**config.mk**
```make
export PLATFORM = sky130hd
export DESIGN_NAME = bsh_operand_unit
export DESIGN_NICKNAME = d
export VERILOG_FILES = /design/src/rtl/bsh_pkg.sv /design/src/rtl/bsh_amt_decode.sv /design/src/rtl/bsh_core.sv /design/src/rtl/bsh_imm_rot.sv /design/src/rtl/bsh_operand_unit.sv
export SDC_FILE = /design/constraint.sdc
export NUM_CORES = 1
export LEC_CHECK = 0
export ABC_CLOCK_PERIOD_IN_PS = 3100
export BUFFER_PORTS_ARGS = -buffer_cell sky130_fd_sc_hd__buf_2
export CAP_MARGIN = 5
export CORE_ASPECT_RATIO = 0.5
export CORE_MARGIN = 2
export CORE_UTILIZATION = 60
export DETAILED_ROUTE_END_ITERATION = 10
export PLACE_DENSITY = 0.78
export SYNTH_ARGS = -nofsm -noshare
export SYNTH_HDL_FRONTEND = slang
export SYNTH_SLANG_ARGS = --single-unit
export TNS_END_PERCENT = 50
```
**constraint.sdc**
```tcl
create_clock -name clk -period 3.1 [get_ports clk]
set_clock_uncertainty 0.2 [all_clocks]
set_input_delay 0.775 -clock clk [delete_from_list [all_inputs] [get_ports clk]]
set_output_delay 0.775 -clock clk [all_outputs]
set_load 0.1 [all_outputs]
```
**src/rtl/bsh_pkg.sv**
```systemverilog
package bsh_pkg;

    localparam int CNT_W = 8;

    typedef enum logic [1:0] {
        SK_LSL = 2'd0,
        SK_LSR = 2'd1,
        SK_ASR = 2'd2,
        SK_ROR = 2'd3
    } shift_kind_e;

    typedef enum logic [2:0] {
        OP_PASS = 3'd0,
        OP_LSL  = 3'd1,
        OP_LSR  = 3'd2,
        OP_ASR  = 3'd3,
        OP_ROR  = 3'd4,
        OP_RRX  = 3'd5
    } shift_op_e;

    typedef struct packed {
        shift_op_e        op;
        logic [CNT_W-1:0] amt;
    } shift_cmd_t;

endpackage

```
**src/rtl/bsh_amt_decode.sv**
```systemverilog
module bsh_amt_decode
    import bsh_pkg::*;
#(
    parameter int DATA_W = 32,
    parameter int SAMT_W = 5
) (
    input  logic [1:0]       kind,
    input  logic             amt_reg_sel,
    input  logic [SAMT_W-1:0] amt_imm,
    input  logic [CNT_W-1:0] amt_reg_byte,
    output shift_cmd_t       cmd
);
    localparam logic [CNT_W-1:0] FULL_AMT = CNT_W'(DATA_W);

    logic [CNT_W-1:0] n;
    logic             n_zero;
    shift_kind_e      k;

    always_comb begin
        k      = shift_kind_e'(kind);
        n      = amt_reg_sel ? amt_reg_byte : CNT_W'(amt_imm);
        n_zero = (n == '0);
        cmd.amt = n;
        cmd.op  = OP_PASS;
        unique case (k)
            SK_LSL: cmd.op = n_zero ? OP_PASS : OP_LSL;
            SK_LSR: begin
                if (n_zero && !amt_reg_sel) begin
                    cmd.op  = OP_LSR;
                    cmd.amt = FULL_AMT;
                end else begin
                    cmd.op = n_zero ? OP_PASS : OP_LSR;
                end
            end
            SK_ASR: begin
                if (n_zero && !amt_reg_sel) begin
                    cmd.op  = OP_ASR;
                    cmd.amt = FULL_AMT;
                end else begin
                    cmd.op = n_zero ? OP_PASS : OP_ASR;
                end
            end
            SK_ROR: begin
                if (n_zero && !amt_reg_sel) cmd.op = OP_RRX;
                else cmd.op = n_zero ? OP_PASS : OP_ROR;
            end
            default: cmd.op = OP_PASS;
        endcase
    end
endmodule

```
**src/rtl/bsh_core.sv**
```systemverilog
module bsh_core
    import bsh_pkg::*;
#(
    parameter int DATA_W = 32
) (
    input  logic [DATA_W-1:0] val,
    input  logic              cin,
    input  shift_cmd_t        cmd,
    output logic [DATA_W-1:0] res,
    output logic              cout
);
    localparam int IDX_W = $clog2(DATA_W);
    localparam logic [CNT_W-1:0] FULL_AMT = CNT_W'(DATA_W);

    logic [IDX_W-1:0] idx;
    logic [IDX_W-1:0] idx_m1;
    logic [IDX_W-1:0] idx_neg;
    logic             in_range;

    always_comb begin
        idx      = cmd.amt[IDX_W-1:0];
        idx_m1   = idx - 1'b1;
        idx_neg  = ~idx + 1'b1;
        in_range = (cmd.amt < FULL_AMT);
        res      = val;
        cout     = cin;
        unique case (cmd.op)
            OP_PASS: begin
                res  = val;
                cout = cin;
            end
            OP_LSL: begin
                if (in_range) begin
                    res  = val << idx;
                    cout = val[idx_neg];
                end else if (cmd.amt == FULL_AMT) begin
                    res  = '0;
                    cout = val[0];
                end else begin
                    res  = '0;
                    cout = 1'b0;
                end
            end
            OP_LSR: begin
                if (in_range) begin
                    res  = val >> idx;
                    cout = val[idx_m1];
                end else if (cmd.amt == FULL_AMT) begin
                    res  = '0;
                    cout = val[DATA_W-1];
                end else begin
                    res  = '0;
                    cout = 1'b0;
                end
            end
            OP_ASR: begin
                if (in_range) begin
                    res  = DATA_W'($signed(val) >>> idx);
                    cout = val[idx_m1];
                end else begin
                    res  = {DATA_W{val[DATA_W-1]}};
                    cout = val[DATA_W-1];
                end
            end
            OP_ROR: begin
                if (idx == '0) begin
                    res  = val;
                    cout = val[DATA_W-1];
                end else begin
                    res  = (val >> idx) | (val << idx_neg);
                    cout = val[idx_m1];
                end
            end
            OP_RRX: begin
                res  = {cin, val[DATA_W-1:1]};
                cout = val[0];
            end
            default: begin
                res  = val;
                cout = cin;
            end
        endcase
    end
endmodule

```
**src/rtl/bsh_imm_rot.sv**
```systemverilog
module bsh_imm_rot #(
    parameter int DATA_W = 32,
    parameter int IMM_W  = 8,
    parameter int ROT_W  = 4
) (
    input  logic [IMM_W-1:0]  imm,
    input  logic [ROT_W-1:0]  rot,
    input  logic              cin,
    output logic [DATA_W-1:0] res,
    output logic              cout
);
    localparam int IDX_W = $clog2(DATA_W);

    logic [DATA_W-1:0] ext;
    logic [IDX_W-1:0]  ra;
    logic [IDX_W-1:0]  ra_neg;

    always_comb begin
        ext    = DATA_W'(imm);
        ra     = IDX_W'({rot, 1'b0});
        ra_neg = ~ra + 1'b1;
        if (ra == '0) res = ext;
        else          res = (ext >> ra) | (ext << ra_neg);
        cout = (rot != '0) ? res[DATA_W-1] : cin;
    end
endmodule

```
**src/rtl/bsh_operand_unit.sv**
```systemverilog
module bsh_operand_unit
    import bsh_pkg::*;
#(
    parameter int DATA_W = 32,
    parameter int IMM_W  = 8,
    parameter int ROT_W  = 4,
    parameter int SAMT_W = 5
) (
    input  logic              clk,
    input  logic              rst_n,
    input  logic              in_valid,
    input  logic              use_imm,
    input  logic [IMM_W-1:0]  imm8,
    input  logic [ROT_W-1:0]  rot4,
    input  logic [DATA_W-1:0] src_val,
    input  logic [1:0]        shift_kind,
    input  logic              amt_reg_sel,
    input  logic [SAMT_W-1:0] amt_imm,
    input  logic [DATA_W-1:0] amt_reg,
    input  logic              carry_in,
    output logic              out_valid,
    output logic [DATA_W-1:0] operand,
    output logic              carry_out
);
    shift_cmd_t        cmd;
    logic [DATA_W-1:0] sh_res;
    logic              sh_c;
    logic [DATA_W-1:0] im_res;
    logic              im_c;
    logic [DATA_W-1:0] nxt_res;
    logic              nxt_c;

    bsh_amt_decode #(.DATA_W(DATA_W), .SAMT_W(SAMT_W)) u_dec (
        .kind         (shift_kind),
        .amt_reg_sel  (amt_reg_sel),
        .amt_imm      (amt_imm),
        .amt_reg_byte (amt_reg[CNT_W-1:0]),
        .cmd          (cmd)
    );

    bsh_core #(.DATA_W(DATA_W)) u_core (
        .val  (src_val),
        .cin  (carry_in),
        .cmd  (cmd),
        .res  (sh_res),
        .cout (sh_c)
    );

    bsh_imm_rot #(.DATA_W(DATA_W), .IMM_W(IMM_W), .ROT_W(ROT_W)) u_imm (
        .imm  (imm8),
        .rot  (rot4),
        .cin  (carry_in),
        .res  (im_res),
        .cout (im_c)
    );

    always_comb begin
        nxt_res = use_imm ? im_res : sh_res;
        nxt_c   = use_imm ? im_c   : sh_c;
    end

    always_ff @(posedge clk or negedge rst_n) begin
        if (!rst_n) begin
            out_valid <= 1'b0;
            operand   <= '0;
            carry_out <= 1'b0;
        end else begin
            out_valid <= in_valid;
            if (in_valid) begin
                operand   <= nxt_res;
                carry_out <= nxt_c;
            end
        end
    end

    p_hold_r2: assert property (@(posedge clk) disable iff (!rst_n)
        !in_valid |=> (!out_valid && $stable(operand) && $stable(carry_out)));

    p_load_r2: assert property (@(posedge clk) disable iff (!rst_n)
        in_valid |=> out_valid);

    p_rrx_r7: assert property (@(posedge clk) disable iff (!rst_n)
        (in_valid && !use_imm && !amt_reg_sel && shift_kind == 2'b11 && amt_imm == '0)
        |=> (operand[DATA_W-1] == $past(carry_in) && carry_out == $past(src_val[0])));

    p_asr_fill_r5: assert property (@(posedge clk) disable iff (!rst_n)
        (in_valid && !use_imm && amt_reg_sel && shift_kind == 2'b10 &&
         amt_reg[CNT_W-1:0] >= CNT_W'(DATA_W))
        |=> (operand == {DATA_W{$past(src_val[DATA_W-1])}} &&
             carry_out == $past(src_val[DATA_W-1])));

    p_beyond_r10: assert property (@(posedge clk) disable iff (!rst_n)
        (in_valid && !use_imm && amt_reg_sel && !shift_kind[1] &&
         amt_reg[CNT_W-1:0] > CNT_W'(DATA_W))
        |=> (operand == '0 && !carry_out));

    p_imm_carry_r11: assert property (@(posedge clk) disable iff (!rst_n)
        (in_valid && use_imm && rot4 == '0)
        |=> (carry_out == $past(carry_in) && operand == DATA_W'($past(imm8))));

    p_regzero_r9: assert property (@(posedge clk) disable iff (!rst_n)
        (in_valid && !use_imm && amt_reg_sel && amt_reg[CNT_W-1:0] == '0)
        |=> (operand == $past(src_val) && carry_out == $past(carry_in)));

endmodule

```
==> results.md, run 1 <==
* Dpl cells at 2,162
* Adder-Cell Fraction of Synth Area at 0.707%
* Primary FF master, synth: dfrtp_1
* Register bit count reported by yosys at 34
* Avg Cell Area, Syn at 7.16 um2
* FP Rows at 34
* Gate Count Post-Synth at 1,483
* Starting Density at 61.2%
* First Err: [ERROR GRT-0116] Global routing finished with congestion. Check the congestion regions in the DRC Viewer.
* IO Port Bufs at 98
* Failing step: 5_1_grt
* Total grt overflow at 723
* GPL Wtd Cong at 1.45
* Die H at 98.1 um
* I/O Pins at 123
* Post-synth EDFFs at 0
* Post-synthesis cell type count at 102
* Multiplexer share of the synthesized area at 24.3%
* Synth Area in XOR/XNOR at 0.401%
* Max Root-Sink Buffers at 2
* Net Count, Synth at 1,578
* Clock buffer count from CTS at 5
* Simple-gate portion of the synthesized area at 20.8%
* Die Wd at 192 um
* CTS sink cnt at 34
* Post-synth ARST share at 100%
* GRT Util Overall at 97.8%
* Largest net degree at the start of global routing at 53
* Synth warnings at 0
* DPL Wire Length at 51,300 um
* Post-Syn Area at 10,600 um2
* Status: stopped before the end
* Area fraction in compound gates after synthesis at 37.3%
* CTS Hold Buffers Added at 0
* Register area share after synthesis at 8.01%
* First-pass GRT wire length at 138,000 um
* Root Buffer: clkbuf_16
* Main combinational cell family by area after synthesis: compound AO/OA/AOI/OAI gates
* Number of global-route vias before repair at 21,461
* # H-tree levels at 2
cells by family after synthesis:
family	count (synthesis)
and+or+nand+nor	474
xor gates and xnor gates	4
muxes	203
adders and majority gates	6
buffers and inverters	197
DFF	34
AOI/OAI and AO/OA	565
Yosys cell counts (10+ instances only):
cell type / n / share of area (%)
o31ai_1: 15 / 1.1
nand2b_1: 16 / 0.94
o21ai_0: 87 / 4.1
o22ai_1: 27 / 1.6
a31oi_1: 37 / 2.2
a211oi_1: 34 / 2.4
mux2i_1: 134 / 13
mux2_2: 25 / 2.7
a21oi_1: 108 / 5.1
mux4_2: 38 / 8.1
a211o_1: 16 / 1.3
nand4_1: 16 / 0.94
a21o_1: 10 / 0.71
a221oi_1: 18 / 1.5
nor2_1: 119 / 4.2
clkbuf_1: 96 / 3.4
o211ai_1: 24 / 1.7
buf_2: 44 / 2.1
o221ai_1: 16 / 1.3
nor3_1: 35 / 1.6
nor2b_1: 10 / 0.59
nand2_1: 172 / 6.1
nand3_1: 50 / 2.4
o21a_1: 13 / 0.92
a22oi_1: 15 / 1.1
dfrtp_1: 34 / 8.0
o21ai_1: 13 / 0.61
buf_4: 12 / 0.85
inv_1: 27 / 0.95
and2_1: 15 / 0.88
metal layers:
| layer | overflow | track usage (%) |
|---|---|---|
| met1 | 126 | 96.4 |
| met5 | 11 | 88.5 |
| met3 | 94 | 92.3 |
| met2 | 331 | 105 |
| met4 | 161 | 96.3 |
repair_timing:
action / 4_1_cts
endpoints found under the hold margin: 0
gates resized for setup: 202
endpoints found under the setup margin: 33
buffers inserted: 26
gates cloned: 6
pin swaps: 31
through the flow:
step                hold WS (ns)  worst slack (ns)  util [%]  area [um2]
floorplan                  0.279            -0.376         -       10900
global placement           0.313            -0.891      85.5       14800
detailed placement         0.324            -0.974      85.5       14800
CTS                        0.344            -0.231      93.6       16200
==> run 2: changes to the inputs <==
Settings changed: CORE_ASPECT_RATIO 0.5 to unset, CORE_UTILIZATION 60 to 40, PLACE_DENSITY 0.78 to unset, PLACE_DENSITY_LB_ADDON set to 0.15.
==> run 2 against run 1 <==
The flow now finishes, with violations (negative setup slack). Synthesized area unchanged. Synthesized cell count did not move.
==> results.md, run 2 <==
* Status: finished with violations
* Failing checks: negative setup slack
* First-pass DRT Iterations at 6
* FF-to-FF Start: operand[24]
* Largest net degree at the start of global routing at 35
* Post-DRT Antenna Nets at 0
* Cell area power density at 345 nW/um2
* I/O Pins at 123 (unchanged)
* Total number of vias at 17,062
* Worst rel slew slack at 42.2%
* # nets final at 2,151
* Die H at 167 um (+70%)
* Synth top cells by count: nand2_1 (172), mux2i_1 (134), nor2_1 (119)
* Post-synthesis cell type count at 102 (unchanged)
* RSZ-0062 raised after global routing: yes
* Core Region at 26,100 um2
* Largest cells by area after synthesis: mux2i_1 (13%), mux4_2 (8.1%), dfrtp_1 (8.0%)
* TritonCTS clock tree: done
* Starting Density at 40.7% (-20 points)
* Register area share after synthesis at 8.01% (unchanged)
* Gate Count Post-Synth at 1,483 (unchanged)
* Area occupied by multi-input gates at 10,200 um2
* Avg Cell Area, Syn at 7.16 um2 (unchanged)
* Final Critical Period at 3.32 ns
* Final hold vios at 0
* Crit share post-route at 107%
* Leak at 7.68 nW
* Seq pwr share at 9.3%
* Worst Reg-to-Reg Cells at 5
* Switching Share at 52.7%
* Clock slew at reported path FFs at 0.07 ns
* Worst path arrival time at 3.29 ns
* Post-Syn Area at 10,600 um2 (unchanged)
* Detailed Route WL at 76,100 um
* Largest regs: operand: 32 flops, carry_out: 1 flops, out_valid: 1 flops
* Layout cells sized above 1 at 50.3%
* Clock buffer count from CTS at 5 (unchanged)
* Synth warnings at 0 (unchanged)
* Primary FF master, synth: dfrtp_1
* Least-Margin Pin Slew at 0.867 ns
* HP Start: operand[31]
* FP Rows at 59 (+74%)
* Number of global-route vias before repair at 16,117
* Commonest non-fill, non-tap cell in the layout: buf_4
* Cell taking the most area after synthesis: mux2i_1
* Largest register by flop count: operand
* Clock share of power at 11.3%
* DP Worst Slack at -0.950 ns (+0.0241 ns)
* First-pass GRT wire length at 108,000 um
* Register bit count reported by yosys at 34 (unchanged)
* # H-tree levels at 2 (unchanged)
* CP required at 3.07 ns
* Post-synth ARST share at 100% (unchanged)
* IO Port Bufs at 98 (unchanged)
* P_int at 0.00291 W
* Flop2flop setup slack at 1.42 ns
* Register area at 851 um2
* Net Count, Synth at 1,578 (unchanged)
* GPL Wtd Cong at 1.16 (-20%)
* DPL Wire Length at 58,800 um (+15%)
* Hold endpoint: operand[31]
* Final setup margin at -0.219 ns
* Worst setup SP type: primary input
* Die ar. at 27,900 um2
* Comb power frac at 79.4%
* 1st-iter DRT viols at 2,960
* Post-Layout Inst Area at 17,800 um2
* Worst-skew pair later-pin latency at 0.29 ns
* Worst Hold Class: register to register
* CTS sink cnt at 34 (unchanged)
* Crit. End Element: register
* Post-synth EDFFs at 0 (unchanged)
* Post-DR wirelength/cell at 31.8 um
* Cell Area, Placed at 15,600 um2 (+5.0%)
* Most frequent cells in the layout: buf_4 (539), nand2_1 (162), mux2i_1 (104)
* Max VDD drop at 416 uV
* Yosys top cell area share at 12.6% (unchanged)
* Total grt overflow at 0
* Root Buffer: clkbuf_16
* Sw Pwr at 0.00325 W
* Max Root-Sink Buffers at 2 (unchanged)
* Max Cap Violations at 0
* Area grow syn2layout at 67.9%
* Hold depth at 2
* Largest register FFs at 32
* Final setup viols at 32
* DR DRC count at 0
* CP Class: primary input to register
* GRT Util Overall at 52.2%
* Slew Viols, Final at 0
* Most common cell in the netlist: nand2_1
* Fmax at 0.301 GHz
* Reg2Reg Capture Point: operand[24]
* Die Wd at 167 um (-13%)
* Initial antenna violation count at 6
* Post-DR vias/cell at 7.12
* Fillers at 2,148
* Crit path max fanout at 13
[run 2: cell counts after synthesis]
Identical to the previous run, type by type.
[run 2: final cells by class]
| class | instances | share of cell area (%) |
|---|---|---|
| diodes | 4 | 0.0561 |
| clock buffers | 5 | 0.702 |
| clock inverters | 3 | 0.386 |
| inverters | 30 | 0.828 |
| multi-input cells | 1252 | 57.1 |
| flip-flops and latches | 34 | 4.77 |
| well taps | 335 | 2.35 |
| repair buffers | 733 | 33.8 |
[run 2: worst max-delay path by stage]
stage          slack (ns)     endpoint  cells past startpoint   startpoint
3_3_place_gp        -0.93  operand[18]                     11  amt_reg_sel
6_report            -0.22  operand[24]                     12  amt_reg_sel
2_1_floorplan       -0.38  operand[23]                     16  amt_reg_sel
5_1_grt             -0.26   operand[8]                     13  amt_reg_sel
4_1_cts             -0.11  operand[17]                     11  amt_reg_sel
3_5_place_dp        -0.95  operand[18]                     11  amt_reg_sel
[run 2: logic make-up (layout without fill, tap and decap cells)]
logic type	Yosys count	after routing	synth area share, %
other	0	4	0
and+or+nand+nor	474	474	20.8
AOI/OAI and AO/OA	565	565	37.3
adders and majority gates	6	6	0.707
xor gates and xnor gates	4	4	0.401
muxes	203	203	24.3
DFF	34	34	8.01
buffers and inverters	197	771	8.46
[run 2: per-stage QoR]
stage          setup TNS (ns)  power, W  cells  utilization, %  hold slack [ns]
6_report                -3.49   0.00616   2396            68.4            0.307
5_1_grt                 -5.04   0.00626   2394            68.4            0.353
4_1_cts                 -1.37   0.00575   2377            65.8            0.316
3_5_place_dp           -24.38   0.00473   2331            59.8            0.321
3_3_place_gp           -23.28   0.00471   2331            59.8            0.299
2_1_floorplan           -7.59   0.00276   1483               -            0.279
[run 2: critical path, stage by stage]
cell,delay [ns]
buf_12,0.11
mux2i_4,0.24
buf_12,0.20
mux4_2,0.58
mux2i_2,0.17
buf_4,0.19
buf_4,0.18
nor2_1,0.06
nor2_2,0.17
o31ai_2,0.13
o221ai_2,0.33
a21oi_1,0.12
[run 2: metal layers]
layer	global-route usage, %	wire, um	vias up
met5	0	66	-
met2	77.0	30800	1703
li1	-	-	6929
met1	63.7	27000	7919
met4	37.3	7430	8
met3	17.0	10800	503
[run 2: repair_timing]
action	4_1_cts	5_1_grt
resized for setup	245	115
pin swaps	54	44
cloned	2	0
setup buffers	40	17
hold buffers	0	0
setup endpoints to repair	33	33
[run 2: power by group through the flow]
stage / logic (W) / clock network [W] / registers [W]
floorplan: 0.00169 / 0 / 0.00107
global placement: 0.00413 / 0 / 0.000575
detailed placement: 0.00415 / 0 / 0.000576
CTS: 0.00449 / 0.000692 / 0.000569
global route: 0.00497 / 0.000712 / 0.000576
finish: 0.00489 / 0.000694 / 0.000573
Power figures use the tool's default switching activity.
==> run 3: changes to the inputs <==
Settings changed: RECOVER_POWER set to 50.
==> run 3 against run 2 <==
The flow finishes with violations (max-capacitance violations, max-slew violations, negative setup slack). Worst setup slack improved by 0.026 ns. Via count up 0.76%. Flip-flop and latch count is the same. Routed wire length rose by 0.33%. Sequential share of layout area hardly changed. Final cell count increased by 0.13%.
==> results.md, run 3 (same netlist as run 2, synthesis figures left out) <==
* Status: finished with violations
* Failing checks: max-capacitance violations, max-slew violations, negative setup slack
* Clock slew at reported path FFs at 0.07 ns (about the same)
* CTS Hold Buffers Added at 0 (unchanged)
* Final Critical Period at 3.29 ns (-0.0262 ns)
* Leak at 7.67 nW (about the same)
* Fmax at 0.304 GHz (+0.80%)
* Worst-skew pair later-pin latency at 0.28 ns (about the same)
* RSZ-0062 raised after global routing: yes
* Register area at 851 um2 (unchanged)
* Root Buffer: clkbuf_16
* CP required at 3.07 ns (about the same)
* Post-DR vias/cell at 7.17 (+0.64%)
* Flop2flop setup slack at 1.42 ns (about the same)
* IO Port Bufs at 98 (unchanged)
* Comb power frac at 79.5% (about the same)
* GRT Util Overall at 52.2% (unchanged)
* First-pass DRT Iterations at 5 (-1)
* Core Region at 26,100 um2 (unchanged)
* GPL Wtd Cong at 1.16 (unchanged)
* Post-DRT Antenna Nets at 0 (unchanged)
* Largest register FFs at 32 (unchanged)
* Final setup viols at 32 (unchanged)
* Crit path depth at 12 (unchanged)
* Clock buffer count from CTS at 5 (unchanged)
* Cell area power density at 346 nW/um2 (about the same)
* Hold slack final at 0.311 ns (+0.00428 ns)
* Number of global-route vias before repair at 16,117 (unchanged)
* Area occupied by multi-input gates at 10,200 um2 (unchanged)
* Final setup margin at -0.193 ns (+0.0262 ns)
* DP Worst Slack at -0.950 ns (unchanged)
* CP Class: primary input to register
* 1st-iter DRT viols at 2,960 (unchanged)
* CP max stage delay at 0.58 ns (about the same)
* Total number of vias at 17,192 (+0.76%)
* Hold depth at 2 (unchanged)
* First-pass GRT wire length at 108,000 um (unchanged)
* Max Root-Sink Buffers at 2 (unchanged)
* Worst path arrival time at 3.26 ns (-0.03 ns)
* Die ar. at 27,900 um2 (unchanged)
* Fillers at 2,149 (+0.047%)
* Crit. End Element: register
* Clock share of power at 11.3% (about the same)
* Dpl cells at 2,331 (unchanged)
* Seq pwr share at 9.3% (about the same)
* Detailed Route WL at 76,400 um (+0.33%)
* TritonCTS clock tree: done
* Top delay family on crit path: multiplexers
* Final hold vios at 0 (unchanged)
* P_int at 0.00291 W (about the same)
* Sw Pwr at 0.00325 W (+0.20%)
* Switching Share at 52.8% (about the same)
* FP Rows at 59 (unchanged)
* Die Wd at 167 um (unchanged)
* Initial antenna violation count at 6 (unchanged)
* Worst Reg-to-Reg Cells at 5 (unchanged)
* # nets final at 2,151 (unchanged)
* Total grt overflow at 0 (unchanged)
* # H-tree levels at 2 (unchanged)
* Most frequent cells in the layout: buf_4 (539), nand2_1 (162), mux2i_1 (104)
* Crit share post-route at 106% (-0.85 points)
* WP buf/inv at 4 (unchanged)
* Worst Hold Class: register to register
* Sum Neg Setup Slack at -3.53 ns (-0.0370 ns)
* Largest register by flop count: operand
* DPL Wire Length at 58,800 um (unchanged)
* DR DRC count at 0 (unchanged)
* Slew Viols, Final at 35 (+35)
* CTS sink cnt at 34 (unchanged)
* Final Non-Filler Cells at 2,399 (+0.13%)
* Slowest CP cell: mux4_2
* Crit path max fanout at 13 (unchanged)
* Die H at 167 um (unchanged)
* Max VDD drop at 416 uV (about the same)
* I/O Pins at 123 (unchanged)
* Worst setup SP type: primary input
* Post-route core utilization at 68.4% (about the same)
* Area grow syn2layout at 68.0% (about the same)
* Commonest non-fill, non-tap cell in the layout: buf_4
* Starting Density at 40.7% (unchanged)
* Largest net degree at the start of global routing at 35 (unchanged)
* Worst-path cell chain: buf_12 > mux2i_4 > buf_12 > mux4_2 > mux2i_2 > buf_4 > buf_4 > nor2_1 > nor2_2 > o31ai_2 > o221ai_2 > a21oi_1
* Worst rel slew slack at -36.8% (-79 points)
* Post-DR wirelength/cell at 31.8 um (+0.20%)
* Layout cells sized above 1 at 50.3% (about the same)
* Least-Margin Pin Slew at 2.05 ns (+1.18 ns)
* Largest regs: operand: 32 flops, carry_out: 1 flops, out_valid: 1 flops
* Max Cap Violations at 1 (+1)
## run 3: cell count changes in the layout (fill, tap and decap cells not counted)
cell / previous run / this run
buf_2: 92 / 91
clkbuf_1: 0 / 1
diode_2: 4 / 7
## run 3: repair_timing
item,4_1_cts,5_1_grt
setup buffers,40,17
pin swaps,54,44
resized for setup,245,115
setup endpoints to repair,33,33
gates cloned,2,0
## run 3: metal layers
metal | vias to the layer above | wire length, um | GRT usage [%]
met5 | - | 64 | 0
met4 | 8 | 7340 | 37.3
met3 | 503 | 10500 | 17.0
met2 | 1723 | 31000 | 77.0
met1 | 8026 | 27400 | 63.7
li1 | 6932 | - | -
## run 3: metrics by stage
stage	total power, W	cell area [um2]
2_1_floorplan	0.00276	10900
3_3_place_gp	0.00471	15600
3_5_place_dp	0.00473	15600
4_1_cts	0.00575	17100
5_1_grt	0.00626	17800
6_report	0.00616	17800
## run 3: tightest hold or removal path, delay by kind of cell, from the launching register on
| kind | cells | cell delay, ns |
|---|---|---|
| flip-flops | 1 | 0.34 |
| AO/OA/AOI/OAI | 2 | 0.14 |
## run 3: area by class of cell
type / instances / share of cell area [%]
Clock buffer: 5 / 0.702
Antenna cell: 7 / 0.0982
Sequential cell: 34 / 4.77
Clock inverter: 3 / 0.386
Multi-Input combinational cell: 1252 / 57.1
Inverter: 30 / 0.828
Tap cell: 335 / 2.35
Timing Repair Buffer: 733 / 33.8
## run 3: path summary, 6_finish.rpt
| path | startpoint | to |
|---|---|---|
| worst max-delay path | amt_reg_sel | operand[24] |
| worst min-delay path | operand[31] | operand[31] |
| worst max register to register | operand[24] | operand[24] |
| worst min register to register | operand[31] | operand[31] |
| max in group asynchronous | rst_n | operand[15] |
| min in group asynchronous | rst_n | operand[7] |
## run 3: power groups by stage
stage,Sequential [W],Clock (W),Combinational [W]
after floorplan,0.00107,0,0.00169
after global placement,0.000575,0,0.00413
after detailed placement,0.000576,0,0.00415
after CTS,0.000569,0.000692,0.00449
after global routing,0.000576,0.000712,0.00497
final,0.000573,0.000694,0.00490
